$ cat src/rtl/synth_ctl_pkg.sv
package synth_ctl_pkg;

  typedef enum logic [2:0] {
    S_IDLE,
    S_ADDR,
    S_ADDR_ACK,
    S_WR,
    S_WR_ACK,
    S_RD,
    S_RD_ACK
  } slv_state_t;

  typedef struct packed {
    logic       cp;
    logic       t1;
    logic       t0;
    logic [2:0] ts;
    logic       os;
  } ctl_word_t;

endpackage

$ cat src/rtl/i2c_line_sync.sv
module i2c_line_sync #(
  parameter int STAGES = 2
) (
  input  logic clk,
  input  logic rst_n,
  input  logic scl_i,
  input  logic sda_i,
  output logic sda_s,
  output logic scl_rise,
  output logic scl_fall,
  output logic start_evt,
  output logic stop_evt
);
  localparam int DEPTH = STAGES + 1;

  logic [DEPTH-1:0] scl_sr, sda_sr;
  logic scl_now, scl_old, sda_old;

  always_ff @(posedge clk or negedge rst_n) begin
    if (!rst_n) begin
      scl_sr <= '1;
      sda_sr <= '1;
    end else begin
      scl_sr <= {scl_sr[DEPTH-2:0], scl_i};
      sda_sr <= {sda_sr[DEPTH-2:0], sda_i};
    end
  end

  assign scl_now   = scl_sr[DEPTH-2];
  assign scl_old   = scl_sr[DEPTH-1];
  assign sda_s     = sda_sr[DEPTH-2];
  assign sda_old   = sda_sr[DEPTH-1];
  assign scl_rise  = scl_now & ~scl_old;
  assign scl_fall  = ~scl_now & scl_old;
  assign start_evt = scl_now & scl_old & sda_old & ~sda_s;
  assign stop_evt  = scl_now & scl_old & ~sda_old & sda_s;
endmodule

$ cat src/rtl/i2c_slave_engine.sv
module i2c_slave_engine
  import synth_ctl_pkg::*;
(
  input  logic       clk,
  input  logic       rst_n,
  input  logic       scl_rise,
  input  logic       scl_fall,
  input  logic       sda_s,
  input  logic       start_evt,
  input  logic       stop_evt,
  input  logic [6:0] dev_addr,
  input  logic [7:0] status,
  output logic       sda_oe,
  output logic       rx_valid,
  output logic [7:0] rx_data,
  output logic       rd_session
);
  slv_state_t state;
  logic [3:0] cnt;
  logic [7:0] shreg;
  logic       rw_q, ack_q;

  always_ff @(posedge clk or negedge rst_n) begin
    if (!rst_n) begin
      state      <= S_IDLE;
      cnt        <= '0;
      shreg      <= '0;
      rw_q       <= 1'b0;
      ack_q      <= 1'b0;
      sda_oe     <= 1'b0;
      rx_valid   <= 1'b0;
      rx_data    <= '0;
      rd_session <= 1'b0;
    end else begin
      rx_valid <= 1'b0;
      if (start_evt) begin
        state      <= S_ADDR;
        cnt        <= '0;
        sda_oe     <= 1'b0;
        rd_session <= 1'b0;
      end else if (stop_evt) begin
        state      <= S_IDLE;
        sda_oe     <= 1'b0;
        rd_session <= 1'b0;
      end else begin
        case (state)
          S_ADDR: begin
            if (scl_rise) begin
              shreg <= {shreg[6:0], sda_s};
              cnt   <= cnt + 4'd1;
            end else if (scl_fall && cnt == 4'd8) begin
              if (shreg[7:1] == dev_addr) begin
                state  <= S_ADDR_ACK;
                sda_oe <= 1'b1;
                rw_q   <= shreg[0];
              end else begin
                state <= S_IDLE;
              end
            end
          end
          S_ADDR_ACK: begin
            if (scl_fall) begin
              cnt <= '0;
              if (rw_q) begin
                state      <= S_RD;
                shreg      <= status;
                sda_oe     <= ~status[7];
                rd_session <= 1'b1;
              end else begin
                state  <= S_WR;
                sda_oe <= 1'b0;
              end
            end
          end
          S_WR: begin
            if (scl_rise) begin
              shreg <= {shreg[6:0], sda_s};
              cnt   <= cnt + 4'd1;
            end else if (scl_fall && cnt == 4'd8) begin
              rx_valid <= 1'b1;
              rx_data  <= shreg;
              sda_oe   <= 1'b1;
              state    <= S_WR_ACK;
            end
          end
          S_WR_ACK: begin
            if (scl_fall) begin
              sda_oe <= 1'b0;
              cnt    <= '0;
              state  <= S_WR;
            end
          end
          S_RD: begin
            if (scl_rise) begin
              cnt <= cnt + 4'd1;
            end else if (scl_fall) begin
              if (cnt == 4'd8) begin
                state  <= S_RD_ACK;
                sda_oe <= 1'b0;
              end else begin
                shreg  <= {shreg[6:0], 1'b1};
                sda_oe <= ~shreg[6];
              end
            end
          end
          S_RD_ACK: begin
            if (scl_rise) begin
              ack_q <= ~sda_s;
            end else if (scl_fall) begin
              if (ack_q) begin
                state  <= S_RD;
                cnt    <= '0;
                shreg  <= status;
                sda_oe <= ~status[7];
              end else begin
                state <= S_IDLE;
              end
            end
          end
          default: state <= S_IDLE;
        endcase
      end
    end
  end


  addr_miss_quiet_chk: assert property (@(posedge clk) disable iff (!rst_n)
    (state == S_ADDR && scl_fall && cnt == 4'd8 && shreg[7:1] != dev_addr
     && !start_evt && !stop_evt) |=> (!sda_oe && state == S_IDLE));


  nack_release_chk: assert property (@(posedge clk) disable iff (!rst_n)
    (state == S_RD_ACK && scl_fall && !ack_q && !start_evt && !stop_evt)
      |=> (state == S_IDLE && !sda_oe));


  start_release_chk: assert property (@(posedge clk) disable iff (!rst_n)
    start_evt |=> (!sda_oe && state == S_ADDR));
endmodule

$ cat src/rtl/synth_reg_bank.sv
module synth_reg_bank
  import synth_ctl_pkg::*;
#(
  parameter int RATIO_W = 15,
  parameter int PORT_N  = 5
) (
  input  logic               clk,
  input  logic               rst_n,
  input  logic               rx_valid,
  input  logic [7:0]         rx_data,
  input  logic               start_evt,
  input  logic               stop_evt,
  input  logic               rd_session,
  input  logic               por_event,
  output logic [RATIO_W-1:0] div_ratio,
  output ctl_word_t          ctl,
  output logic [PORT_N-1:0]  port_en,
  output logic               por_flag
);
  localparam int HI_W = RATIO_W - 8;

  logic       second_q;
  logic [7:0] first_q;
  logic       unused_bits;

  assign unused_bits = ^rx_data[7:PORT_N];

  always_ff @(posedge clk or negedge rst_n) begin
    if (!rst_n) begin
      div_ratio <= '0;
      ctl       <= '0;
      port_en   <= '0;
      por_flag  <= 1'b1;
      second_q  <= 1'b0;
      first_q   <= '0;
    end else if (por_event) begin
      div_ratio <= '0;
      ctl       <= '0;
      port_en   <= '0;
      por_flag  <= 1'b1;
      second_q  <= 1'b0;
    end else begin
      if (stop_evt && rd_session) por_flag <= 1'b0;
      if (start_evt || stop_evt) begin
        second_q <= 1'b0;
      end else if (rx_valid) begin
        if (!second_q) begin
          first_q  <= rx_data;
          second_q <= 1'b1;
          if (rx_data[7]) ctl <= rx_data[6:0];
        end else begin
          second_q <= 1'b0;
          if (first_q[7]) port_en   <= rx_data[PORT_N-1:0];
          else            div_ratio <= {first_q[HI_W-1:0], rx_data};
        end
      end
    end
  end


  por_clear_chk: assert property (@(posedge clk) disable iff (!rst_n)
    por_event |=> (por_flag && div_ratio == '0 && port_en == '0 && ctl == '0));


  idle_hold_chk: assert property (@(posedge clk) disable iff (!rst_n)
    (!rx_valid && !por_event) |=> ($stable(div_ratio) && $stable(port_en) && $stable(ctl)));


  por_read_stop_chk: assert property (@(posedge clk) disable iff (!rst_n)
    (stop_evt && rd_session && !por_event) |=> !por_flag);
endmodule

$ cat src/rtl/synth_ctl_i2c.sv
module synth_ctl_i2c
  import synth_ctl_pkg::*;
#(
  parameter int         SYNC_STAGES = 2,
  parameter logic [4:0] ADDR_PREFIX = 5'b11000
) (
  input  logic        clk,
  input  logic        rst_n,
  input  logic [1:0]  addr_sel,
  input  logic        scl_i,
  input  logic        sda_i,
  output logic        sda_oe,
  input  logic        lock_i,
  input  logic [2:0]  port_lvl,
  input  logic [2:0]  adc_code,
  input  logic        por_event,
  output logic [14:0] div_ratio,
  output logic        cp_hi,
  output logic        test_en,
  output logic        pump_off,
  output logic [2:0]  test_sel,
  output logic        amp_off,
  output logic [4:0]  port_en
);
  logic       sda_s, scl_rise, scl_fall, start_evt, stop_evt;
  logic       rx_valid, rd_session, por_flag;
  logic [7:0] rx_data, status;
  ctl_word_t  ctl;

  assign status = {por_flag, lock_i, port_lvl, adc_code};

  i2c_line_sync #(.STAGES(SYNC_STAGES)) u_sync (
    .clk(clk), .rst_n(rst_n), .scl_i(scl_i), .sda_i(sda_i),
    .sda_s(sda_s), .scl_rise(scl_rise), .scl_fall(scl_fall),
    .start_evt(start_evt), .stop_evt(stop_evt)
  );

  i2c_slave_engine u_eng (
    .clk(clk), .rst_n(rst_n), .scl_rise(scl_rise), .scl_fall(scl_fall),
    .sda_s(sda_s), .start_evt(start_evt), .stop_evt(stop_evt),
    .dev_addr({ADDR_PREFIX, addr_sel}), .status(status),
    .sda_oe(sda_oe), .rx_valid(rx_valid), .rx_data(rx_data),
    .rd_session(rd_session)
  );

  synth_reg_bank #(.RATIO_W(15), .PORT_N(5)) u_regs (
    .clk(clk), .rst_n(rst_n), .rx_valid(rx_valid), .rx_data(rx_data),
    .start_evt(start_evt), .stop_evt(stop_evt), .rd_session(rd_session),
    .por_event(por_event), .div_ratio(div_ratio), .ctl(ctl),
    .port_en(port_en), .por_flag(por_flag)
  );

  assign cp_hi    = ctl.cp;
  assign test_en  = ctl.t1;
  assign pump_off = ctl.t0;
  assign test_sel = ctl.ts;
  assign amp_off  = ctl.os;
endmodule

$ cat config.mk
export PLATFORM = sky130hd
export DESIGN_NAME = synth_ctl_i2c
export DESIGN_NICKNAME = d
export VERILOG_FILES = /design/src/rtl/synth_ctl_pkg.sv /design/src/rtl/i2c_line_sync.sv /design/src/rtl/i2c_slave_engine.sv /design/src/rtl/synth_reg_bank.sv /design/src/rtl/synth_ctl_i2c.sv
export SDC_FILE = /design/constraint.sdc
export NUM_CORES = 1
export LEC_CHECK = 0
export ABC_CLOCK_PERIOD_IN_PS = 2800
export BUFFER_PORTS_ARGS = -buffer_cell sky130_fd_sc_hd__buf_4
export CAP_MARGIN = 20
export CORE_AREA = 3 3 106 83
export CTS_CLUSTER_DIAMETER = 150
export DETAILED_ROUTE_END_ITERATION = 8
export DIE_AREA = 0 0 109 86
export PLACE_DENSITY = 0.65
export SLEW_MARGIN = 20
export SYNTH_ARGS = -nofsm -noshare
export SYNTH_HDL_FRONTEND = slang
export SYNTH_HIERARCHICAL = 1
export SYNTH_SLANG_ARGS = --single-unit
export TNS_END_PERCENT = 100
$ cat constraint.sdc
create_clock -name clk -period 2.8 [get_ports clk]
set_input_delay 0.42 -clock clk [delete_from_list [all_inputs] [get_ports clk]]
set_output_delay 0.42 -clock clk [all_outputs]
set_load 0.03 [all_outputs]
Word level (Yosys, flattened, before mapping)
Cells that the tools add are included.

Add/subtract/negate cells: 1. Eq/ne operators: 39. Multiplexer cells: 83. Bitwise logic cells: 19. Reductions and logical operators: 30.

Operators by type and width (number): two-way mux 15 bit (5); two-way mux 8 bit (9); two-way mux 3 bit (15); != test 4 x 1 -> 1 bit, second input constant (9); two-way mux 7 bit (5); two-way mux 1 bit (32); one-hot mux 8 bit (4 select lines) (1); two-way mux 4 bit (7); two-way mux 5 bit (5); AND reduction 4 bit (5); one-hot mux 3 bit (6 select lines) (1); != test 4 x 2 -> 1 bit, second input constant (4); != test 2 x 1 -> 1 bit, second input constant (7); AND reduction 13 bit (1); != test 2 bit, second input constant (6); != test 3 x 1 -> 1 bit, second input constant (4); NOT 1 bit (12); one-hot mux 4 bit (3 select lines) (1); AND reduction 12 bit (1); nonzero test 3 bit (4); AND reduction 11 bit (1); nonzero test 2 bit (5); equality test 3 bit, second input constant (3); nonzero test 4 bit (2); other kinds (18) (27).

Register bits: 71. Bits of input ports: 14. Word-level logic and storage cells: 193.

Depth between registers and ports, before layout
Word-level depth: 8. Depth in mapped cells: 7. Gate-level depth less buffers: 7.

Hierarchy
The synthesis kept the hierarchy.

By module, submodules not included: i2c_slave_engine (times used 1, cells an instance 171, area each 1762.9 µm², seq. area each 700.7 µm²); synth_reg_bank (times used 1, cells an instance 134, area each 1699.1 µm², seq. area each 927.1 µm²); i2c_line_sync (times used 1, cells an instance 10, area each 190.2 µm², seq. area each 157.7 µm²); synth_ctl_i2c (times used 1, cells an instance 2, area each 7.5 µm², seq. area each 0.0 µm²).

Least setup slack after synthesis
No wires, ideal clock.

Path kind: flip-flop to flip-flop. Start point: register u_sync.sda_sr[1]. End point: register u_eng.rx_data[0]. Data arrival time: 1.952 ns. Slack: 0.723 ns. Stages on the path, launching flop included: 7. Cell sequence: dfstp_2 -> and4b_1 -> nor2_4 -> and4_4 -> and4_4 -> buf_12 -> mux2_4.

Cells in the longest elaborated chain, start to end: 4.

RTL lines: start: declaration (RTL line i2c_line_sync.sv:16) `logic [DEPTH-1:0] scl_sr, sda_sr;`; start signal: assignment (RTL line i2c_line_sync.sv:25) `sda_sr <= {sda_sr[DEPTH-2:0], sda_i};`; NOT 1 bit (RTL line i2c_line_sync.sv:35) `assign start_evt = scl_now & scl_old & sda_old & ~sda_s;`; bitwise AND 1 bit (RTL line i2c_line_sync.sv:35); named net start_evt (RTL line synth_ctl_i2c.sv:25) `logic sda_s, scl_rise, scl_fall, start_evt, stop_evt;`; NOT 1 bit (no source line); AND reduction 5 bit (no source line); end signal: assignment (RTL line i2c_slave_engine.sv:81) `rx_data <= shreg;`; end: declaration (RTL line i2c_slave_engine.sv:15) `output logic [7:0] rx_data,`.

The timed path passes the listed nets, and every way through them passes these cells. A chain may end at the register's enable or synchronous reset.

Final worst setup path
Start point: register u_sync.sda_sr[1]. End point: register u_regs.div_ratio[11].

Cells in the longest elaborated chain, start to end: 5.

RTL lines: NOT 1 bit (RTL line i2c_line_sync.sv:35); bitwise AND 1 bit (RTL line i2c_line_sync.sv:35); named net start_evt (RTL line synth_ctl_i2c.sv:25); logical OR 1 bit (RTL line synth_reg_bank.sv:44) `if (start_evt || stop_evt) begin`; != test 2 bit (no source line); AND reduction 4 bit (no source line); end signal: assignment (RTL line synth_reg_bank.sv:54) `else div_ratio <= {first_q[HI_W-1:0], rx_data};`; end: declaration (RTL line synth_reg_bank.sv:15) `output logic [RATIO_W-1:0] div_ratio,`.

The timed path passes the listed nets, and every way through them passes these cells.

==> results.json <==
{
  "outcome": "complete, no violations",
  "grt_first_pass_wirelength_mm": 12.29,
  "worstPathCellList": "and4b_1 > nor3b_2 > and3b_1 > mux2i_1",
  "final_common_cell": "dfrtp_1",
  "dp_cells": 454,
  "synth_top_cell_area_share_pct": 43.76,
  "critPathMaxFanout": 11,
  "skew_ns": 0.007914,
  "wirelength_mm": 7.259,
  "crit_slowest_cell": "and3b_1",
  "drc_errors": 0,
  "slew_viol_final": 0,
  "finalCriticalPeriod_ns": 2.318,
  "grt_antenna_before_repair": 0,
  "cts_root_buffer": "clkbuf_8",
  "num_io_pins": 42,
  "clk_pin_slew_worst_paths_ns": 0.08,
  "avgViaCountPerCell": 5.296,
  "post_dp_cell_area_sq_um": 4016,
  "fillCellCount": 695,
  "finalCritPeriodShare_pct": 82.79,
  "rsz0062_at_grt": "false",
  "core.rowCount": 28,
  "clock-sinks": 71,
  "synthCells": 317,
  "grt_usage_pct": 17.02,
  "n_antenna_cell": 0,
  "multi_input_area_sq_um": 1758,
  "post_drt_wl_per_cell_um": 15.44,
  "worst_pin_slew_ns": 0.8915,
  "vdd_drop_max_uv": 355.9,
  "synthesis.area_sq_um": 3660,
  "dieArea_sq_um": 9374,
  "coreArea_sq_um": 7812,
  "clk_path_buf_depth": 2,
  "hpwl_mm": 5.079,
  "worstPathArrival_ns": 2.58,
  "finalSetupViolCount": 0,
  "instances_no_fill": 470,
  "p_per_area_nw_per_um2": 557.6,
  "maxCapViolCount": 0,
  "cp-end-kind": "flop",
  "syn_to_final_growth_pct": 16.03,
  "htree_num_levels": 3,
  "utilization_pct": 54.36,
  "post_cts_buffers": 0,
  "p_leak_uw": 0.001917,
  "final_cell_mix": "dfrtp_1 (64), nand2b_1 (48), buf_4 (42)",
  "critPathMaxStageDelay_ns": 0.64,
  "critical_path_required_ns": 3.06,
  "io_buffers": 41,
  "via_count": 2489,
  "final_nets": 376,
  "synth-seq-cells": 71,
  "synth_area_leader_cell": "dfrtp_1",
  "setup_tns_ns": 0,
  "hold_ws_ns": 0.1791,
  "criticalPathCategory": "reg -> reg",
  "yosysSeqAreaShare_pct": 48.79,
  "drive_gt1_share_pct": 27.67,
  "regArea_sq_um": 1785,
  "gp_congestion": 0.9334,
  "relSlewSlack_pct": 40.57,
  "grt_pass1_vias": 2352,
  "rr_worst_depth": 4,
  "cts_tree": "built",
  "first_pass_iters": 4,
  "ys_types": 49,
  "grt_max_degree": 72,
  "ys_warn_count": 6,
  "start_util_pct": 46.84,
  "hold_buffers": 0,
  "final_area_sq_um": 4247,
  "cts_buffers": 9,
  "ant_nets": 0,
  "clock_latency_ns": 0.35,
  "synth_area_leaders": "dfrtp_1 (44%), nand2b_1 (8.2%), mux2i_1 (7.4%), mux2_2 (5.5%), dfstp_2 (5.0%)",
  "post_cts_resized": 0,
  "timing.fmax_mhz": 431.4,
  "first_iter_violations": 151,
  "avgSynthCellArea_sq_um": 11.54,
  "dieWidth_um": 109,
  "holdCritPathClass": "in -> async",
  "cp-start-kind": "flop",
  "overflow": 0,
  "die_h_um": 86,
  "final_hold_viol_count": 0
}
-- cell families (layout without fill, tap and decap cells) --
family / after synthesis / after routing / synth area share, %
AND/OR/NAND/NOR: 113 / 113 / 19.15
other: 2 / 5 / 0.2052
AO/OA/AOI/OAI: 40 / 40 / 7.179
buffers and inverters: 20 / 65 / 3.487
flip-flops: 71 / 71 / 48.79
XOR/XNOR: 9 / 9 / 2.154
adder cells (fa/ha/maj): 2 / 2 / 0.6837
multiplexers: 60 / 60 / 18.36
-- path summary, 6_finish.rpt --
check / start / end / slack, ns
max: u_sync/sda_sr[1] / u_regs/div_ratio[11] / 0.48
min: rst_n / u_eng/state[0] / 0.18
max reg2reg: u_sync/sda_sr[1] / u_regs/div_ratio[11] / 0.48
min reg2reg: u_sync/sda_sr[0] / u_sync/sda_sr[1] / 0.36
max in group asynchronous: rst_n / u_regs/first_q[0] / 2.02
min in group clk: scl_i / u_sync/scl_sr[0] / 0.18
-- sequential cells by signal (all words and copies together), names as in the netlist --
register,cells
u_regs/first_q,8
u_eng/ack_q,1
u_eng/cnt,4
u_sync/scl_sr,3
u_eng/state,3
u_regs/div_ratio,15
u_regs/port_en,5
u_eng/rx_data,8
u_regs/por_flag,1
u_eng/shreg,8
u_eng/rd_session,1
u_sync/sda_sr,3
u_eng/sda_oe,1
u_regs/ctl,7
u_regs/second_q,1
u_eng/rw_q,1
u_eng/rx_valid,1
-- worst max-delay path: cells and delay by family (launching register included) --
family        cells  cell delay (ns)
flops             1             0.56
mux               1             0.26
simple gates      3             1.41
-- metrics by stage --
stage / power, uW / setup slack (ns)
2_1_floorplan: 1368 / 0.7231
3_3_place_gp: 1455 / 0.5843
3_5_place_dp: 1463 / 0.4973
4_1_cts: 2407 / 0.4821
5_1_grt: 2483 / 0.3503
6_report: 2368 / 0.4819
-- synthesized netlist by cell type, drive strengths merged --
master	n
and3	2
nand2	14
clkbuf	4
dfrtp	64
conb	2
nand3	8
mux2	33
xnor2	8
a21oi	11
nor2b	3
nor2	13
or3	2
buf	9
o31ai	2
and4	2
xor2	1
nand4	1
a22o	2
mux2i	27
nor4	3
or2	1
a21o	1
nor3b	2
a31o	1
a31oi	4
and4b	2
and3b	3
nand3b	5
a211oi	1
dfstp	7
nand2b	48
o211ai	1
o221ai	1
inv	7
o21ai	14
o21a	2
ha	2
nor3	4
-- layer usage --
metal  share of wire, %  up-vias  GRT usage [%]
met3                5.4        6          4.590
met5                  0        -              0
met2                 43       70          22.69
met4               0.84        0          5.849
met1                 50     1214          26.32
li1                   -     1199              -
-- final cells by class --
| class | instances | share of cell area [%] |
|---|---|---|
| clock buffer | 10 | 3.241 |
| sequential | 71 | 42.04 |
| clock inverter | 6 | 2.180 |
| timing repair buffer | 42 | 7.425 |
| multi-input combinational | 229 | 41.40 |
| tap | 105 | 3.094 |
| inverter | 7 | 0.6187 |
-- power by group --
| group | leakage (uW) | internal, uW | switching (uW) | total [uW] |
|---|---|---|---|---|
| Combinational | 0.000854 | 133 | 120 | 253 |
| Sequential | 0.000953 | 1100 | 86.5 | 1190 |
| Clock | 0.000109 | 530 | 399 | 929 |
Note: power is estimated with default switching activity, not from simulation.
